==> config.mk <==
export PLATFORM = sky130hd
export DESIGN_NAME = sensor_change_irq
export DESIGN_NICKNAME = d
export VERILOG_FILES = /design/src/rtl/sensirq_pkg.sv /design/src/rtl/sensirq_sampler.sv /design/src/rtl/sensirq_flag.sv /design/src/rtl/sensirq_port.sv /design/src/rtl/sensor_change_irq.sv
export SDC_FILE = /design/constraint.sdc
export NUM_CORES = 1
export LEC_CHECK = 0
export BUFFER_PORTS_ARGS = -buffer_cell sky130_fd_sc_hd__buf_2
export CORE_MARGIN = 2
export CORE_UTILIZATION = 37
export DETAILED_ROUTE_END_ITERATION = 10
export HOLD_SLACK_MARGIN = 0.03
export PLACE_DENSITY_LB_ADDON = 0.25
export SLEW_MARGIN = 0
export SYNTH_ARGS = -nofsm -noshare
export SYNTH_HDL_FRONTEND = slang
export SYNTH_SLANG_ARGS = --single-unit
==> constraint.sdc <==
create_clock -name clk_i -period 1.2 [get_ports clk_i]
set_clock_uncertainty 0.15 [all_clocks]
set_input_delay 0.24 -clock clk_i [delete_from_list [all_inputs] [get_ports clk_i]]
set_output_delay 0.24 -clock clk_i [all_outputs]
set_load 0.03 [all_outputs]
==> src/rtl/sensirq_pkg.sv <==
package sensirq_pkg;

  // Next state of the sticky request: a detected change sets it, an
  // acknowledge clears it, and set takes priority over clear.
  function automatic logic req_next(input logic req, input logic chg, input logic clr);
    logic r;
    r = req;
    if (clr) r = 1'b0;
    if (chg) r = 1'b1;
    return r;
  endfunction

  // Bus acknowledge for a single-cycle slave.
  function automatic logic bus_ack(input logic cyc, input logic stb);
    return cyc & stb;
  endfunction

endpackage

==> src/rtl/sensirq_sampler.sv <==
module sensirq_sampler #(
  parameter int unsigned SENSE_W = 8,
  parameter int unsigned PRIME_DEPTH = 2
) (
  input  logic               clk_i,
  input  logic               rst_i,
  input  logic [SENSE_W-1:0] sense_i,
  output logic [SENSE_W-1:0] cur_o,
  output logic [SENSE_W-1:0] prev_o,
  output logic               chg_o
);

  localparam int unsigned PD = (PRIME_DEPTH < 2) ? 2 : PRIME_DEPTH;

  logic [SENSE_W-1:0] cur_q, prev_q;
  logic [PD-1:0]      prime_q;
  logic               primed;
  logic [SENSE_W-1:0] bit_diff;

  always_ff @(posedge clk_i) begin
    if (rst_i) begin
      cur_q   <= '0;
      prev_q  <= '0;
      prime_q <= '0;
    end else begin
      cur_q   <= sense_i;
      prev_q  <= cur_q;
      prime_q <= {prime_q[PD-2:0], 1'b1};
    end
  end

  // Per-bit comparison of the two stages.
  for (genvar b = 0; b < SENSE_W; b++) begin : g_cmp
    assign bit_diff[b] = cur_q[b] ^ prev_q[b];
  end

  assign primed = prime_q[PD-1];
  assign chg_o  = primed & (|bit_diff);
  assign cur_o  = cur_q;
  assign prev_o = prev_q;

  AST_CUR_TRACKS_INPUT: assert property (@(posedge clk_i) disable iff (rst_i)
    !rst_i |=> (cur_q == $past(sense_i)));

  AST_PREV_TRACKS_CUR: assert property (@(posedge clk_i) disable iff (rst_i)
    !rst_i |=> (prev_q == $past(cur_q)));

  AST_NO_CHG_UNPRIMED: assert property (@(posedge clk_i) disable iff (rst_i)
    $past(rst_i) |-> !chg_o);

endmodule

==> src/rtl/sensirq_flag.sv <==
module sensirq_flag
  import sensirq_pkg::*;
(
  input  logic clk_i,
  input  logic rst_i,
  input  logic chg_i,
  input  logic clr_i,
  output logic req_o
);

  logic req_q;

  always_ff @(posedge clk_i) begin
    if (rst_i) req_q <= 1'b0;
    else       req_q <= req_next(req_q, chg_i, clr_i);
  end

  assign req_o = req_q;

  AST_CHANGE_SETS: assert property (@(posedge clk_i) disable iff (rst_i)
    chg_i |=> req_q);

  AST_REQ_STICKY: assert property (@(posedge clk_i) disable iff (rst_i)
    (req_q && !clr_i) |=> req_q);

  AST_ACK_CLEARS: assert property (@(posedge clk_i) disable iff (rst_i)
    (clr_i && !chg_i) |=> !req_q);

  AST_SET_BEATS_CLEAR: assert property (@(posedge clk_i) disable iff (rst_i)
    (clr_i && chg_i) |=> req_q);

  AST_RISE_HAS_CAUSE: assert property (@(posedge clk_i) disable iff (rst_i)
    $rose(req_q) |-> $past(chg_i));

endmodule

==> src/rtl/sensirq_port.sv <==
module sensirq_port
  import sensirq_pkg::*;
#(
  parameter int unsigned SENSE_W = 8
) (
  input  logic               clk_i,
  input  logic               rst_i,
  input  logic               cyc_i,
  input  logic               stb_i,
  input  logic               we_i,
  input  logic [SENSE_W-1:0] wr_dat_i,
  input  logic [SENSE_W-1:0] sample_i,
  output logic               ack_o,
  output logic [SENSE_W-1:0] rd_dat_o
);

  assign ack_o    = bus_ack(cyc_i, stb_i);
  assign rd_dat_o = sample_i;

  AST_ACK_NEEDS_CYC: assert property (@(posedge clk_i) disable iff (rst_i)
    ack_o |-> (cyc_i && stb_i));

  AST_WRITE_IGNORED: assert property (@(posedge clk_i) disable iff (rst_i)
    (ack_o && we_i && (wr_dat_i != sample_i)) |-> (rd_dat_o == sample_i));

endmodule

==> src/rtl/sensor_change_irq.sv <==
module sensor_change_irq #(
  parameter int unsigned SENSE_W = 8
) (
  input  logic               clk_i,
  input  logic               rst_i,
  input  logic               cyc_i,
  input  logic               stb_i,
  input  logic               we_i,
  input  logic [SENSE_W-1:0] wr_dat_i,
  output logic               ack_o,
  output logic [SENSE_W-1:0] rd_dat_o,
  input  logic [SENSE_W-1:0] sense_i,
  input  logic               irq_ack_i,
  output logic               irq_req_o
);

  logic [SENSE_W-1:0] cur_sample;
  logic [SENSE_W-1:0] prev_sample;
  logic               chg_evt;

  sensirq_sampler #(.SENSE_W(SENSE_W), .PRIME_DEPTH(2)) u_sampler (
    .clk_i   (clk_i),
    .rst_i   (rst_i),
    .sense_i (sense_i),
    .cur_o   (cur_sample),
    .prev_o  (prev_sample),
    .chg_o   (chg_evt)
  );

  sensirq_flag u_flag (
    .clk_i (clk_i),
    .rst_i (rst_i),
    .chg_i (chg_evt),
    .clr_i (irq_ack_i),
    .req_o (irq_req_o)
  );

  sensirq_port #(.SENSE_W(SENSE_W)) u_port (
    .clk_i    (clk_i),
    .rst_i    (rst_i),
    .cyc_i    (cyc_i),
    .stb_i    (stb_i),
    .we_i     (we_i),
    .wr_dat_i (wr_dat_i),
    .sample_i (cur_sample),
    .ack_o    (ack_o),
    .rd_dat_o (rd_dat_o)
  );

  AST_EQUAL_NO_SET: assert property (@(posedge clk_i) disable iff (rst_i)
    (!irq_req_o && (cur_sample == prev_sample)) |=> !irq_req_o);

  AST_RESET_QUIET: assert property (@(posedge clk_i)
    rst_i |=> (!irq_req_o && (rd_dat_o == '0)));

endmodule

## Word-level counts from Yosys, hierarchy flattened

Cells that the tools add are included.

| word-level totals | value |
|---|---|
| logic and storage cells | 20 |
| output and inout bits | 10 |
| bits in registers | 19 |
| input port bits | 22 |

| cells by class | value |
|---|---|
| bitwise gates (word level) | 10 |
| mux-type cells | 3 |
| reductions and logical operators | 2 |

Operator list:

| kind | count |
|---|---|
| $reduce_or A8 Y1 | 1 |
| $xor A1 B1 Y1 | 8 |
| $mux W1 | 3 |
| $and A1 B1 Y1 | 2 |
| $reduce_bool A2 Y1 | 1 |

## Depth between registers and ports, before layout

| logic depth | value |
|---|---|
| depth after elaboration | 4 |
| depth in mapped cells | 4 |
| mapped depth without buffers | 4 |

## Modules after synthesis

A second synthesis with hierarchy kept.

| second synthesis, totals | value |
|---|---|
| cells, all modules | 61 |
| area, all modules | 675.6 µm² |

By module, submodules not included:

| module | cells each | instances | area each (µm²) |
|---|---|---|---|
| sensirq_sampler | 48 | 1 | 570.5 |
| sensirq_port | 9 | 1 | 66.3 |
| sensirq_flag | 4 | 1 | 38.8 |

## Worst setup path before layout

Ideal clock, no wire load.

| timing | value |
|---|---|
| kind | reg2reg |
| start point | register u_sampler.cur_q[0], in the netlist u_sampler.cur_o[0] |
| end point | register u_flag.req_q, in the netlist u_flag.req_o |
| path slack | -0.255 ns |
| clock period less this slack | 1.455 ns |
| arrival | 1.187 ns |
| required time | 0.933 ns |
| stages on the path, launching flop included | 5 |
| cells stage by stage | dfxtp_1 xor2_1 nor4_1 nand2_1 a32o_1 |

| between the ends | value |
|---|---|
| cells in the longest elaborated chain, start to end | 4 |

RTL lines:

| item | RTL line | text |
|---|---|---|
| from (decl) | sensirq_sampler.sv:15 | `logic [SENSE_W-1:0] cur_q, prev_q;` |
| from (signal assigned) | sensirq_sampler.sv:26 | `cur_q <= sense_i;` |
| $xor A1 B1 Y1 (*) | sensirq_sampler.sv:34 | `assign bit_diff[b] = cur_q[b] ^ prev_q[b];` |
| $reduce_or A8 Y1 (*) | sensirq_sampler.sv:38 | `assign chg_o = primed & (\|bit_diff);` |
| $and A1 B1 Y1 (*) | sensirq_sampler.sv:38 |  |
| $mux W1 / $reduce_bool A2 Y1 (equally long branches) | - |  |
| to (signal assigned) | sensirq_flag.sv:15 | `else req_q <= req_next(req_q, chg_i, clr_i);` |
| to (decl) | sensirq_flag.sv:11 | `logic req_q;` |

Every way passes the cells marked *; elsewhere a longest branch is shown, timed or not.
A chain may end at the register's enable or synchronous reset.

## Final worst setup path

| timing | value |
|---|---|
| start point | register u_sampler.cur_q[2], in the netlist u_sampler.cur_o[2] |
| end point | register u_flag.req_q, in the netlist u_flag.req_o |

Same word-level chain as after synthesis.

==> flow_summary_export.csv <==
group,metric,value,unit
clock_tree,cts.sinks,19,
pwr,totalPowerFinal,1.18,mW
pwr,p_sw_share,23.3,%
worst_setup_path,critPathMaxFanout,2,
cells_and_area,final_cell_mix,"nor2b_1, buf_6, buf_2",
logic_synthesis,synth_compound_area_share,1.67,%
worst_setup_path,cp-start-kind,"flip-flop",
worst_setup_path,critPathCaptureType,"flip-flop",
clock_tree,cts_tree,"yes",
drt,dr.pass1.iters,1,
global_route,grt_usage,12.7,%
cells_and_area,multi_input_comb_area,221,um^2
pwr,p_clk_share,25.4,%
sta,setup_viol,6,
global_route,grt_max_degree,11,
worst_setup_path,slowest_stage,"dfxtp_2",
pwr,combPwrFrac,16.8,%
cells_and_area,seq_area,395,um^2
placed_design,dpl_cell_area,795,um^2
placed_design,pre_cts_slack,-0.140,ns
sta,fmaxAchievable,746,MHz
clock_tree,clk_pin_slew,0.09,ns
die,io_pins,32,
cells_and_area,mostFrequentLayoutCell,"nor2b_1",
logic_synthesis,yosysSeqAreaShare,63.3,%
sta,hold_violations,0,
cells_and_area,nets,116,
placed_design,io_buffers,22,
die,num_rows,14,
clock_tree,h-tree-depth,1,
global_route,first_global_vias,464,
die,die_x,44.3,um
pwr,leakagePower,0.470,nW
drt,avgViaCountPerCell,4.30,
clock_tree,clock_latency,0.28,ns
worst_setup_path,arrival,1.37,ns
drt,drt_iter0_drc,0,
logic_synthesis,ys_seq_elements,19,
worst_hold_path,min_path_type,"input port to flip-flop",
drt,vias,469,
pwr,seqPwrFrac,57.8,%
pwr,intPower,0.905,mW
clock_tree,cts-root-buf,"clkbuf_4",
sta,slew_violations,0,
status,status,"finished, violations left",
die,die_h,44.3,um
logic_synthesis,synth_cell_types,10,
sta,min_period,1.34,ns
clock_tree,post_cts_buffers,0,
clock_tree,cts.path.max_buffers,2,
die,core,0.00151,mm^2
worst_setup_path,crit_chain,"xor2_1 -> nor4_1 -> nand2_1 -> a32o_1",
sta,tightest_slew,0.253,ns
logic_synthesis,synth_top_family_by_area,"simple AND/OR/NAND/NOR gates",
worst_setup_path,cp.required,1.23,ns
cells_and_area,n_fill_cell,128,
cells_and_area,syn_to_final_growth,65.6,%
run,drv_cap,0,
status,violations,"setup timing",
cells_and_area,drive_gt1_share,45.2,%
placed_design,routabilityCongestion,0.690,
logic_synthesis,ys_warn_count,0,
logic_synthesis,syn_area_per_cell,11.5,um^2
cells_and_area,final_cell_area,995,um^2
pwr,p_switching,0.274,mW
drt,routedWlPerCell,9.77,um
global_route,overflow,0,
logic_synthesis,synthMuxAreaShare,0,%
placed_design,dp_cells,96,
cells_and_area,diodes,0,
cells_and_area,stdcell_count,109,
sta,timing.final.crit_share,112,%
logic_synthesis,synth.net_count,74,
logic_synthesis,yosys.area_share.simple,22.1,%
drt,wl,1.07,mm
sta,finalWorstSetupSlack,-0.140,ns
pwr,ir_drop,0.782,mV
sta,rsz0062_at_grt,"yes",
pwr,power_density,1190,mW/mm^2
drt,ant_nets,0,
worst_setup_path,path_class,"flip-flop to flip-flop",
logic_synthesis,synthCells,52,
logic_synthesis,syn_area,601,um^2
die,die-area,0.00196,mm^2
drt,drc,0,
global_route,antenna_found_initial,0,
logic_synthesis,synthAdderAreaFrac,0,%
logic_synthesis,yosys.area_share.xor_xnor,11.7,%
die,start_util,39.9,%
sta,slew_headroom,83.0,%
global_route,grt_pass1_wl,1.79,mm
clock_tree,cts_buffers,3,
worst_setup_path,slowest_delay,0.34,ns
## critical path: cells and delay by family, from the launching register on
kind / cells / cell delay [ns]
simple gates: 2 / 0.37
flops: 1 / 0.34
compound gates: 1 / 0.22
xor+xnor: 1 / 0.16
## sequential cells by signal (all words and copies together) (netlist names)
signal / flops
u_sampler.prime_q: 2
u_flag.req_o: 1
u_sampler.cur_o: 8
u_sampler.prev_o: 8
## kinds of logic (layout without fill, tap and decap cells)
family	Yosys count	in the layout
xor+xnor	8	8
flops	19	19
compound gates	1	1
buf+inv	2	43
simple gates	22	22
## synthesized netlist by cell type
cell type / instances / share of area (%)
and2_1: 1 / 1.0
dfxtp_1: 19 / 63
inv_1: 1 / 0.62
xor2_1: 8 / 12
clkbuf_1: 1 / 0.62
a32o_1: 1 / 1.7
nor2_1: 1 / 0.62
nand2_1: 1 / 0.62
nor2b_1: 17 / 18
nor4_1: 2 / 2.1
## final cells by class
| class | instances | share of cell area (%) |
|---|---|---|
| clock buffer | 4 | 2.64 |
| inverter | 1 | 0.377 |
| sequential | 19 | 39.7 |
| timing repair buffer | 38 | 33.0 |
| multi-input combinational | 31 | 22.3 |
| tap | 16 | 2.01 |
## per-layer routing
metal  wire (um)  up-vias  GRT usage [%]
met3          54        2           2.45
met5           0        -              0
met1         453      206           13.7
met4          12        0           7.27
li1            -      246              -
met2         544       15           22.9
## stage by stage
step           hold slack (ns)  TNS (ns)  utilization [%]
2_1_floorplan            0.154    -0.102                -
3_3_place_gp             0.272    -0.149             52.7
3_5_place_dp             0.279    -0.140             52.7
4_1_cts                  0.139    -0.495             64.5
5_1_grt                  0.151    -0.611             66.0
6_report                 0.143    -0.373             66.0
## timing repair
action,in CTS,in global routing
pin swaps,1,1
gates resized for setup,19,7
endpoints found under the setup margin,10,9
hold endpoints to repair,9,0
gates cloned,0,0
hold buffers,9,0
## power by group through the flow
stage | combinational (mW) | clock (mW) | sequential, mW
floorplan | 0.0484 | 0 | 0.725
global placement | 0.144 | 0 | 0.691
detailed placement | 0.146 | 0 | 0.693
CTS | 0.191 | 0.319 | 0.680
global route | 0.214 | 0.334 | 0.685
finish | 0.198 | 0.300 | 0.681
## final timing paths
| check | cells past startpoint | endpoint | startpoint | slack, ns |
|---|---|---|---|---|
| max | 4 | u_flag.req_o$_SDFFE_PP0P_ | u_sampler.cur_o[2]$_SDFF_PP0_ | -0.14 |
| max reg2reg | 4 | u_flag.req_o$_SDFFE_PP0P_ | u_sampler.cur_o[2]$_SDFF_PP0_ | -0.14 |
| min | 3 | u_flag.req_o$_SDFFE_PP0P_ | irq_ack_i | 0.14 |
| min reg2reg | 1 | u_sampler.prime_q[1]$_SDFF_PP0_ | u_sampler.prime_q[0]$_DFF_P_ | 0.31 |
Power figures use the tool's default switching activity.
